--- src/rtl/sram_wr_pkg.sv ---
package sram_wr_pkg;

    localparam int HI_W   = 3;
    localparam int LO_W   = 19;
    localparam int ADDR_W = HI_W + LO_W;

    localparam logic [1:0] OP_WRITE   = 2'b01;
    localparam logic [1:0] SPACE_SRAM = 2'b10;

    typedef enum logic [1:0] {
        ST_IDLE,
        ST_PHASE_B,
        ST_FILL_1,
        ST_FILL_2
    } seq_state_t;

    typedef struct packed {
        logic              vld;
        logic [ADDR_W-1:0] addr;
    } wr_slot_t;

endpackage

--- src/rtl/sram_wr_decode.sv ---
module sram_wr_decode
    import sram_wr_pkg::*;
#(
    parameter  int ID_W = 5,
    localparam int DQ_W = ID_W + 2 + LO_W
) (
    input  logic              clk,
    input  logic              rst,
    input  logic [ID_W-1:0]   dev_id,
    input  logic              cmd_valid,
    input  logic [1:0]        cmd_op,
    input  logic              cmd_burst,
    input  logic [HI_W-1:0]   cmd_hiaddr,
    input  logic [DQ_W-1:0]   host_dq,
    output logic              busy,
    output logic              launch,
    output logic [ADDR_W-1:0] launch_addr
);

    seq_state_t        state_q, state_d;
    logic              a_ok_q;
    logic [ADDR_W-1:0] addr_q;
    logic              is_write, space_hit, id_hit;

    assign is_write  = cmd_valid && (cmd_op == OP_WRITE);
    assign space_hit = (host_dq[LO_W+1:LO_W] == SPACE_SRAM);
    assign id_hit    = (host_dq[DQ_W-1:LO_W+2] == dev_id);

    // state register
    always_ff @(posedge clk) begin
        if (rst) state_q <= ST_IDLE;
        else     state_q <= state_d;
    end

    always_comb begin
        state_d = state_q;
        unique case (state_q)
            ST_IDLE:    if (is_write) state_d = ST_PHASE_B;
            ST_PHASE_B: state_d = is_write ? ST_FILL_1 : ST_IDLE;
            ST_FILL_1:  state_d = ST_FILL_2;
            ST_FILL_2:  state_d = ST_IDLE;
        endcase
    end

    // phase A capture of selection and address
    always_ff @(posedge clk) begin
        if (rst) begin
            a_ok_q <= 1'b0;
            addr_q <= '0;
        end else if (state_q == ST_IDLE && is_write) begin
            a_ok_q <= id_hit && space_hit && !cmd_burst;
            addr_q <= {cmd_hiaddr, host_dq[LO_W-1:0]};
        end
    end

    // outputs
    always_comb begin
        busy        = (state_q != ST_IDLE);
        launch      = (state_q == ST_PHASE_B) && is_write && a_ok_q
                      && space_hit && !cmd_burst;
        launch_addr = addr_q;
    end

    assert_phase_b_exit_R1: assert property (@(posedge clk) disable iff (rst)
        state_q == ST_PHASE_B |=> (state_q == ST_FILL_1 || state_q == ST_IDLE));
    assert_fill_chain_R7: assert property (@(posedge clk) disable iff (rst)
        state_q == ST_FILL_1 |=> state_q == ST_FILL_2);
    assert_fill_end_R6: assert property (@(posedge clk) disable iff (rst)
        state_q == ST_FILL_2 |=> state_q == ST_IDLE);

endmodule

--- src/rtl/sram_wr_delay.sv ---
module sram_wr_delay
    import sram_wr_pkg::*;
#(
    parameter int DEPTH = 4
) (
    input  logic     clk,
    input  logic     rst,
    input  wr_slot_t slot_in,
    output wr_slot_t slot_out
);

    wr_slot_t slot_q [DEPTH];

    always_ff @(posedge clk) begin
        if (rst) begin
            slot_q[0].vld  <= 1'b0;
            slot_q[0].addr <= '0;
        end else begin
            slot_q[0] <= slot_in;
        end
    end

    for (genvar g = 1; g < DEPTH; g++) begin : g_stage
        always_ff @(posedge clk) begin
            if (rst) begin
                slot_q[g].vld  <= 1'b0;
                slot_q[g].addr <= '0;
            end else begin
                slot_q[g] <= slot_q[g-1];
            end
        end

        assert_shift_R8: assert property (@(posedge clk) disable iff (rst)
            slot_q[g-1].vld |=> slot_q[g].vld);
    end

    assign slot_out = slot_q[DEPTH-1];

endmodule

--- src/rtl/sram_wr_seq.sv ---
module sram_wr_seq
    import sram_wr_pkg::*;
#(
    parameter  int ID_W = 5,
    parameter  int LAT  = 4,
    localparam int DQ_W = ID_W + 2 + LO_W
) (
    input  logic              clk,
    input  logic              rst,
    input  logic [ID_W-1:0]   dev_id,
    input  logic              cmd_valid,
    input  logic [1:0]        cmd_op,
    input  logic              cmd_burst,
    input  logic [HI_W-1:0]   cmd_hiaddr,
    input  logic [DQ_W-1:0]   host_dq,
    output logic              cmd_busy,
    output logic [ADDR_W-1:0] sram_addr,
    output logic              sram_ce_n,
    output logic              sram_we_n,
    output logic              sram_ale_n,
    output logic              sram_drive
);

    logic              launch;
    logic [ADDR_W-1:0] launch_addr;
    wr_slot_t          slot_in, slot_out;

    sram_wr_decode #(.ID_W(ID_W)) u_decode (
        .clk        (clk),
        .rst        (rst),
        .dev_id     (dev_id),
        .cmd_valid  (cmd_valid),
        .cmd_op     (cmd_op),
        .cmd_burst  (cmd_burst),
        .cmd_hiaddr (cmd_hiaddr),
        .host_dq    (host_dq),
        .busy       (cmd_busy),
        .launch     (launch),
        .launch_addr(launch_addr)
    );

    assign slot_in.vld  = launch;
    assign slot_in.addr = launch_addr;

    sram_wr_delay #(.DEPTH(LAT)) u_delay (
        .clk     (clk),
        .rst     (rst),
        .slot_in (slot_in),
        .slot_out(slot_out)
    );

    always_comb begin
        sram_drive = slot_out.vld;
        sram_ce_n  = !slot_out.vld;
        sram_we_n  = !slot_out.vld;
        sram_ale_n = !slot_out.vld;
        sram_addr  = slot_out.vld ? slot_out.addr : '0;
    end

    assert_single_strobe_R9: assert property (@(posedge clk) disable iff (rst)
        !sram_ce_n |=> sram_ce_n);
    assert_reset_quiet_R11: assert property (@(posedge clk) disable iff (rst)
        $past(rst) |-> (sram_ce_n && !sram_drive));
    assert_launch_free_R10: assert property (@(posedge clk) disable iff (rst)
        launch |=> !launch);

endmodule

--- config.mk ---
export PLATFORM = sky130hd
export DESIGN_NAME = sram_wr_seq
export DESIGN_NICKNAME = d
export VERILOG_FILES = /design/src/rtl/sram_wr_pkg.sv /design/src/rtl/sram_wr_decode.sv /design/src/rtl/sram_wr_delay.sv /design/src/rtl/sram_wr_seq.sv
export SDC_FILE = /design/constraint.sdc
export NUM_CORES = 1
export LEC_CHECK = 0
export BUFFER_PORTS_ARGS = -buffer_cell sky130_fd_sc_hd__buf_2
export CELL_PAD_IN_SITES_DETAIL_PLACEMENT = 1
export CELL_PAD_IN_SITES_GLOBAL_PLACEMENT = 1
export CORE_MARGIN = 2
export CORE_UTILIZATION = 35
export CTS_BUF_LIST = sky130_fd_sc_hd__clkbuf_4
export DETAILED_ROUTE_END_ITERATION = 10
export GPL_TIMING_DRIVEN = 0
export PLACE_DENSITY = 0.67
export RECOVER_POWER = 50
export SYNTH_ARGS = -nofsm -noshare
export SYNTH_HDL_FRONTEND = slang
export SYNTH_HIERARCHICAL = 1
export SYNTH_SLANG_ARGS = --single-unit
--- constraint.sdc ---
create_clock -name clk -period 2.2 [get_ports clk]
set_clock_uncertainty 0.15 [all_clocks]
set_input_delay 0.44 -clock clk [delete_from_list [all_inputs] [get_ports clk]]
set_output_delay 0.44 -clock clk [all_outputs]
set_load 0.05 [all_outputs]
==> impl_metrics.py, run 1 <==
metrics = {
    "sta": {
        "fmax_mhz": 492,
        "finalHoldViolCount": 0,
        "setup_tns_ns": 0,
        "maxSlewViolCount": 0,
        "timing.final.crit_share_pct": 92.4,
        "period_needed_ns": 2.03,
        "worst_pin_slew_ns": 0.497,
        "rsz0062_at_grt": "no",
        "setup_viol": 0,
        "slew_headroom_pct": 66.8,
    },
    "logic_synthesis": {
        "synth_edf_count": 0,
        "synth_nets": 405,
        "syn_avg_cell_area_sq_um": 10.7,
        "synth_seq_cells": 117,
        "synthDistinctLibCells": 23,
        "synth_top_flop_cell": "dfxtp_1",
        "syn-cell-area_sq_um": 3920,
        "synth_top_area_share_pct": 59.8,
        "synth_most_common_cell": "dfxtp_1",
        "seq_area_frac_synth_pct": 59.8,
        "synth_top_cell_by_area": "dfxtp_1",
        "synthCells": 365,
        "yosys_warnings": 6,
        "ys_top_cells_by_count": "dfxtp_1 (117), nor2b_1 (94), nand2_1 (43)",
        "synthArstFlopShare_pct": 0,
        "synth.area.top_cells": "dfxtp_1 (60%), nor2b_1 (15%), buf_4 (4.8%)",
    },
    "global_routing": {
        "gr-total-overflow": 0,
        "grt_max_degree": 17,
        "grt_pass1_vias": 2524,
        "antenna_found_initial": 0,
        "grt_pass1_wl_um": 11000,
        "track_usage_pct": 11.9,
    },
    "floorplan": {
        "ios": 67,
        "initial_core_util_pct": 36.0,
        "rows": 38,
        "chipWidth_um": 110,
        "die_h_um": 110,
        "core_area_sq_um": 10900,
        "die_area_sq_um": 12100,
    },
    "cts": {
        "htree_levels": 4,
        "clock_sinks": 117,
        "clockRootBuffer": "clkbuf_4",
        "cts_buffers": 17,
        "clockBufferDepth": 2,
        "path_clk_slew_ns": 0.12,
        "clock_latency_ns": 0.48,
        "cts_tree": "yes",
    },
    "critical_path": {
        "startpoint_type": "flip-flop",
        "crit_buf_inv": 5,
        "cp-end-kind": "output port",
        "cpLargestDelayFamily": "buffers and inverters",
        "ff2ff_setup_slack_ns": 0.83,
        "slowest_stage": "dfxtp_1",
        "crit_fanout": 10,
        "cp.arrival_ns": 1.44,
        "path_cells": "buf_4 -> buf_6 -> inv_1 -> buf_4 -> clkbuf_4",
        "crit_top_cell": "buf_4",
        "cp_data_required_time_ns": 1.61,
        "slowest_delay_ns": 0.31,
        "critPathKind": "reg2out",
    },
    "place": {
        "place_inst": 570,
        "gp_congestion": 0.721,
        "place_area_sq_um": 4420,
        "io_buffers": 65,
        "dp_hpwl_um": 4560,
    },
    "layout": {
        "drive_gt1_share_pct": 35.4,
        "utilization_pct": 45.1,
        "layout.cells.non_filler": 617,
        "area_growth_pct": 25.2,
        "final_nets": 504,
        "nFillCells": 1231,
        "regArea_sq_um": 2340,
        "multi_input_comb_area_sq_um": 1190,
        "design_area_sq_um": 4910,
        "diodes": 0,
    },
    "route": {
        "viasPerCell": 3.94,
        "vias": 2428,
        "ant_nets": 0,
        "wl_um": 6210,
        "wl_per_cell_um": 10.1,
        "drt-pass1-iter-count": 4,
        "drt_iter0_drc": 23,
        "post-route-drc-count": 0,
    },
    "power": {
        "power.switching_uw": 884,
        "seqPwrFrac_pct": 53.4,
        "p_per_area_nw_per_um2": 823,
        "irDropWorstVdd_v": 0.000337,
        "power.total_uw": 4040,
        "comb_power_share_pct": 4.5,
        "internal_power_uw": 3150,
        "p_clk_share_pct": 42.1,
        "p_leak_uw": 0.00211,
        "netSwitchingFraction_pct": 21.9,
    },
    "run_status": {
        "status": "finished clean",
    },
    "hold_path": {
        "hp-class": "in2reg",
    },
    "flow_run": {
        "drv_cap": 0,
    },
}
power by group through the flow:
stage,combinational (uW),sequential (uW),clock (uW)
CTS,184,2160,1770
floorplan,104,2200,0
detailed placement,163,2200,0
global placement,158,2200,0
global route,202,2160,1870
finish,181,2160,1700
routing by layer:
metal	global-route usage, %	vias up	routed length, um
met2	20.7	65	3120
met4	5.97	0	114
met1	12.5	1054	2660
met5	0	-	0
li1	-	1301	-
met3	4.27	8	314
cells by family after synthesis:
group                     count (synthesis)  synth area share (%)
AOI/OAI and AO/OA                        24                  4.22
xor gates and xnor gates                  5                  1.12
buffers and inverters                    47                  9.71
DFF                                     117                  59.8
and+or+nand+nor                         172                  25.2
flip-flops by register name, indices dropped and copies added (netlist names), named ones only:
| register | flops |
|---|---|
| u_delay/slot_q | 92 |
| u_decode/launch_addr | 22 |
| u_decode/state_q | 1 |
| u_decode/a_ok_q | 1 |
through the flow:
stage               setup WS [ns]  hold WS [ns]
detailed placement          0.531         0.277
CTS                        0.0502      0.000941
finish                      0.167        0.0628
floorplan                   0.383         0.264
global route               0.0177       0.00691
global placement            0.579         0.272
final timing paths:
| check | startpoint | endpoint | depth (start not counted) |
|---|---|---|---|
| worst max-delay path | u_delay/slot_q[1][45] | sram_we_n | 5 |
| worst max register to register | flip-flop | u_decode/launch_addr[10] | 6 |
| worst min-delay path | cmd_hiaddr[1] | u_decode/launch_addr[20] | 3 |
| worst min register to register | u_delay/slot_q[0][32] | u_delay/slot_q[1][9] | 1 |
timing repair:
item,in CTS,in global routing
setup endpoints to repair,0,2
hold endpoints to repair,15,0
gates resized for setup,0,2
buffers inserted,0,0
hold buffers,15,0
placed cells by master, fill, tap and decap left out, drive strengths merged:
| cell type | n |
|---|---|
| dfxtp | 117 |
| buf | 106 |
| nor2b | 94 |
| nand2 | 46 |
| a21oi | 24 |
| and2 | 23 |
| clkbuf | 21 |
| dlygate4sd3 | 15 |
| clkinv | 7 |
| bufinv | 4 |
| xor2 | 4 |
| inv | 4 |
| nor2 | 3 |
| clkinvlp | 2 |
| nor3b | 1 |
| and3b | 1 |
| and4 | 1 |
| nor3 | 1 |
| xnor2 | 1 |
| nor4 | 1 |
| nand4 | 1 |
final cells by class:
class	count	area share [%]
Sequential cell	117	47.7
Multi-Input combinational cell	201	24.4
Timing Repair Buffer	80	9.79
Buffer	45	7.60
Clock inverter	15	4.18
Tap cell	140	3.57
Clock buffer	17	2.60
Inverter	2	0.153
worst min-delay path, cell delays in order:
cell     delay [ns]
buf_2          0.10
nand2_1        0.07
a21oi_2        0.05
No activity file was read; power rests on OpenSTA's default activity.
==> inputs of run 2 (changes only) <==
--- a/config.mk
+++ b/config.mk
@@ -5,6 +5,7 @@
 export SDC_FILE = /design/constraint.sdc
 export NUM_CORES = 1
 export LEC_CHECK = 0
+export ABC_AREA = 1
 export BUFFER_PORTS_ARGS = -buffer_cell sky130_fd_sc_hd__buf_2
 export CELL_PAD_IN_SITES_DETAIL_PLACEMENT = 1
 export CELL_PAD_IN_SITES_GLOBAL_PLACEMENT = 1
@@ -13,7 +14,7 @@
 export CTS_BUF_LIST = sky130_fd_sc_hd__clkbuf_4
 export DETAILED_ROUTE_END_ITERATION = 10
 export GPL_TIMING_DRIVEN = 0
-export PLACE_DENSITY = 0.67
+export PLACE_DENSITY = 0.71
 export RECOVER_POWER = 50
 export SYNTH_ARGS = -nofsm -noshare
 export SYNTH_HDL_FRONTEND = slang
==> impl_metrics.py, run 2 <==
metrics = {
    "layout": {
        "layout.cells.non_filler": 748,
        "nFillCells": 1399,
        "final_common_cell": "nor2_1",
        "area_growth_pct": 23.2,
        "final_nets": 633,
        "largest_register_ffs": 92,
        "regMostFlops": "u_delay/slot_q",
        "drive_gt1_share_pct": 21.5,
        "final_cell_mix": "nor2_1 (141), inv_1 (124), dfxtp_1 (117)",
        "diodes": 0,
        "utilization_pct": 43.9,
    },
    "route": {
        "wl_um": 6910,
        "vias": 2859,
        "ant_nets": 0,
        "viasPerCell": 3.82,
        "post-route-drc-count": 0,
        "wl_per_cell_um": 9.24,
        "drt-pass1-iter-count": 4,
        "drt_iter0_drc": 59,
    },
    "critical_path": {
        "critPathKind": "reg2out",
        "crit_top_cell": "buf_4",
        "slowest_delay_ns": 0.31,
        "startpoint_type": "flip-flop",
        "path_cells": "buf_4 -> buf_6 -> inv_1 -> buf_4 -> clkbuf_4",
        "cp_data_required_time_ns": 1.61,
        "slowest_stage": "dfxtp_1",
        "cpLargestDelayFamily": "buffers and inverters",
        "crit_fanout": 10,
        "cp-end-kind": "output port",
        "crit_buf_inv": 5,
        "cp.arrival_ns": 1.45,
    },
    "cts": {
        "clock_latency_ns": 0.48,
        "cts_tree": "yes",
        "clockRootBuffer": "clkbuf_4",
        "cts_buffers": 17,
        "path_clk_slew_ns": 0.10,
        "clock_sinks": 117,
        "clockBufferDepth": 2,
        "htree_levels": 4,
    },
    "power": {
        "comb_power_share_pct": 4.6,
        "irDropWorstVdd_v": 0.000333,
        "p_per_area_nw_per_um2": 876,
        "netSwitchingFraction_pct": 19.5,
        "p_leak_uw": 0.00237,
        "internal_power_uw": 3530,
        "p_clk_share_pct": 45.5,
        "seqPwrFrac_pct": 49.8,
        "power.switching_uw": 853,
    },
    "logic_synthesis": {
        "synth_edf_count": 0,
        "synthArstFlopShare_pct": 0,
        "synth_top_area_share_pct": 57.8,
        "synthMuxAreaShare_pct": 0,
        "synth_nets": 536,
        "synth_top_cell_by_area": "dfxtp_1",
        "synth_most_common_cell": "nor2_1",
        "synth_top_family_by_area": "buffers and inverters",
        "synth.area.top_cells": "dfxtp_1 (58%), nor2_1 (13%), inv_1 (11%)",
        "synth_compound_area_share_pct": 2.99,
        "synth_seq_cells": 117,
        "synth_top_flop_cell": "dfxtp_1",
        "seq_area_frac_synth_pct": 57.8,
        "ys_top_cells_by_count": "nor2_1 (140), inv_1 (124), dfxtp_1 (117)",
        "synth_xor_area_share_pct": 0.432,
        "yosys_warnings": 6,
        "syn_avg_cell_area_sq_um": 8.17,
        "synthCells": 496,
        "synthDistinctLibCells": 21,
        "synth_fa_ha_area_share_pct": 0,
        "yosys.area_share.simple_pct": 17.8,
        "syn-cell-area_sq_um": 4050,
    },
    "floorplan": {
        "core_area_sq_um": 11400,
        "die_area_sq_um": 12500,
        "initial_core_util_pct": 35.7,
        "ios": 67,
        "chipWidth_um": 112,
        "die_h_um": 112,
        "rows": 39,
    },
    "global_routing": {
        "grt_pass1_wl_um": 12500,
        "grt_pass1_vias": 3011,
        "antenna_found_initial": 0,
        "track_usage_pct": 12.3,
        "grt_max_degree": 17,
        "gr-total-overflow": 0,
    },
    "sta": {
        "maxSlewViolCount": 0,
        "rsz0062_at_grt": "no",
        "setup_tns_ns": 0,
        "period_needed_ns": 2.04,
        "timing.final.crit_share_pct": 92.9,
        "fmax_mhz": 489,
        "setup_viol": 0,
        "holdWs_ns": 0.0531,
        "worst_pin_slew_ns": 0.509,
        "slew_headroom_pct": 66.1,
        "fin_ws_ns": 0.156,
        "finalHoldViolCount": 0,
    },
    "hold_path": {
        "hp-class": "in2reg",
    },
    "flow_run": {
        "drv_cap": 0,
    },
    "place": {
        "place_ws_ns": 0.606,
        "place_inst": 705,
        "dp_hpwl_um": 5120,
        "io_buffers": 66,
        "gp_congestion": 0.711,
    },
    "run_status": {
        "status": "finished clean",
    },
}
==> run 2: cell types whose count changed in the layout (fill, tap and decap cells not counted), moves of 12 or more <==
cell / before / now
nor2_1: 3 / 141
inv_1: 2 / 124
nor2b_1: 94 / 0
o21ai_1: 0 / 19
a21oi_2: 12 / 0
and2_2: 12 / 0
==> run 2: power groups by stage <==
stage | Sequential (uW) | Clock, uW | Combinational [uW]
floorplan | 2230 | 0 | 135
global placement | 2230 | 0 | 194
detailed placement | 2230 | 0 | 203
CTS | 2180 | 2050 | 220
global route | 2190 | 2160 | 235
finish | 2180 | 1990 | 203
==> run 2: layout make-up <==
| class | count | area, sq um | share of cell area, % |
|---|---|---|---|
| plain buffers | 43 | 308 | 6.16 |
| clock buffers | 20 | 150 | 3.01 |
| clock inverters | 11 | 230 | 4.61 |
| inverters | 125 | 474 | 9.49 |
| multi-input cells | 211 | 858 | 17.2 |
| flip-flops and latches | 117 | 2340 | 46.9 |
| well taps | 143 | 179 | 3.58 |
| repair buffers | 78 | 454 | 9.09 |
==> run 2: repair_timing <==
item / 4_1_cts / 5_1_grt
setup buffers: 0 / 0
hold endpoints to repair: 11 / 1
resized for setup: 0 / 3
endpoints found under the setup margin: 0 / 2
hold buffers: 11 / 1
==> run 2: through the flow <==
| step | area, sq um | power [uW] |
|---|---|---|
| 6_report | 5000 | 4380 |
| 5_1_grt | 5000 | 4580 |
| 3_5_place_dp | 4560 | 2440 |
| 2_1_floorplan | 4050 | 2360 |
| 3_3_place_gp | 4560 | 2420 |
| 4_1_cts | 5050 | 4450 |
==> run 2: logic make-up (layout without fill, tap and decap cells) <==
group | after synthesis | in the layout
compound gates | 24 | 24
xor+xnor | 2 | 2
buf+inv | 168 | 277
flops | 117 | 117
simple gates | 185 | 185
==> run 2: routing by layer <==
metal / track usage, % / vias up / wire [um]
li1: - / 1560 / -
met1: 13.1 / 1219 / 2980
met2: 21.4 / 71 / 3470
met3: 4.52 / 9 / 336
met4: 6.09 / 0 / 122
met5: 0 / - / 0
==> run 2: final timing paths <==
path                                             from                        to  slack (ns)  cells after the start
worst min register to register  u_delay/slot_q[0][23]      u_delay/slot_q[1][0]        0.25                      2
worst min-delay path                      host_dq[10]  u_decode/launch_addr[10]        0.05                      3
worst max register to register              flip-flop  u_decode/launch_addr[21]        0.86                      5
worst max-delay path            u_delay/slot_q[1][45]                 sram_we_n        0.16                      5
==> run 2: worst min-delay path, stage by stage <==
cell and delay [ns]:
buf_2 0.08, o21ai_1 0.06, nor2_1 0.07
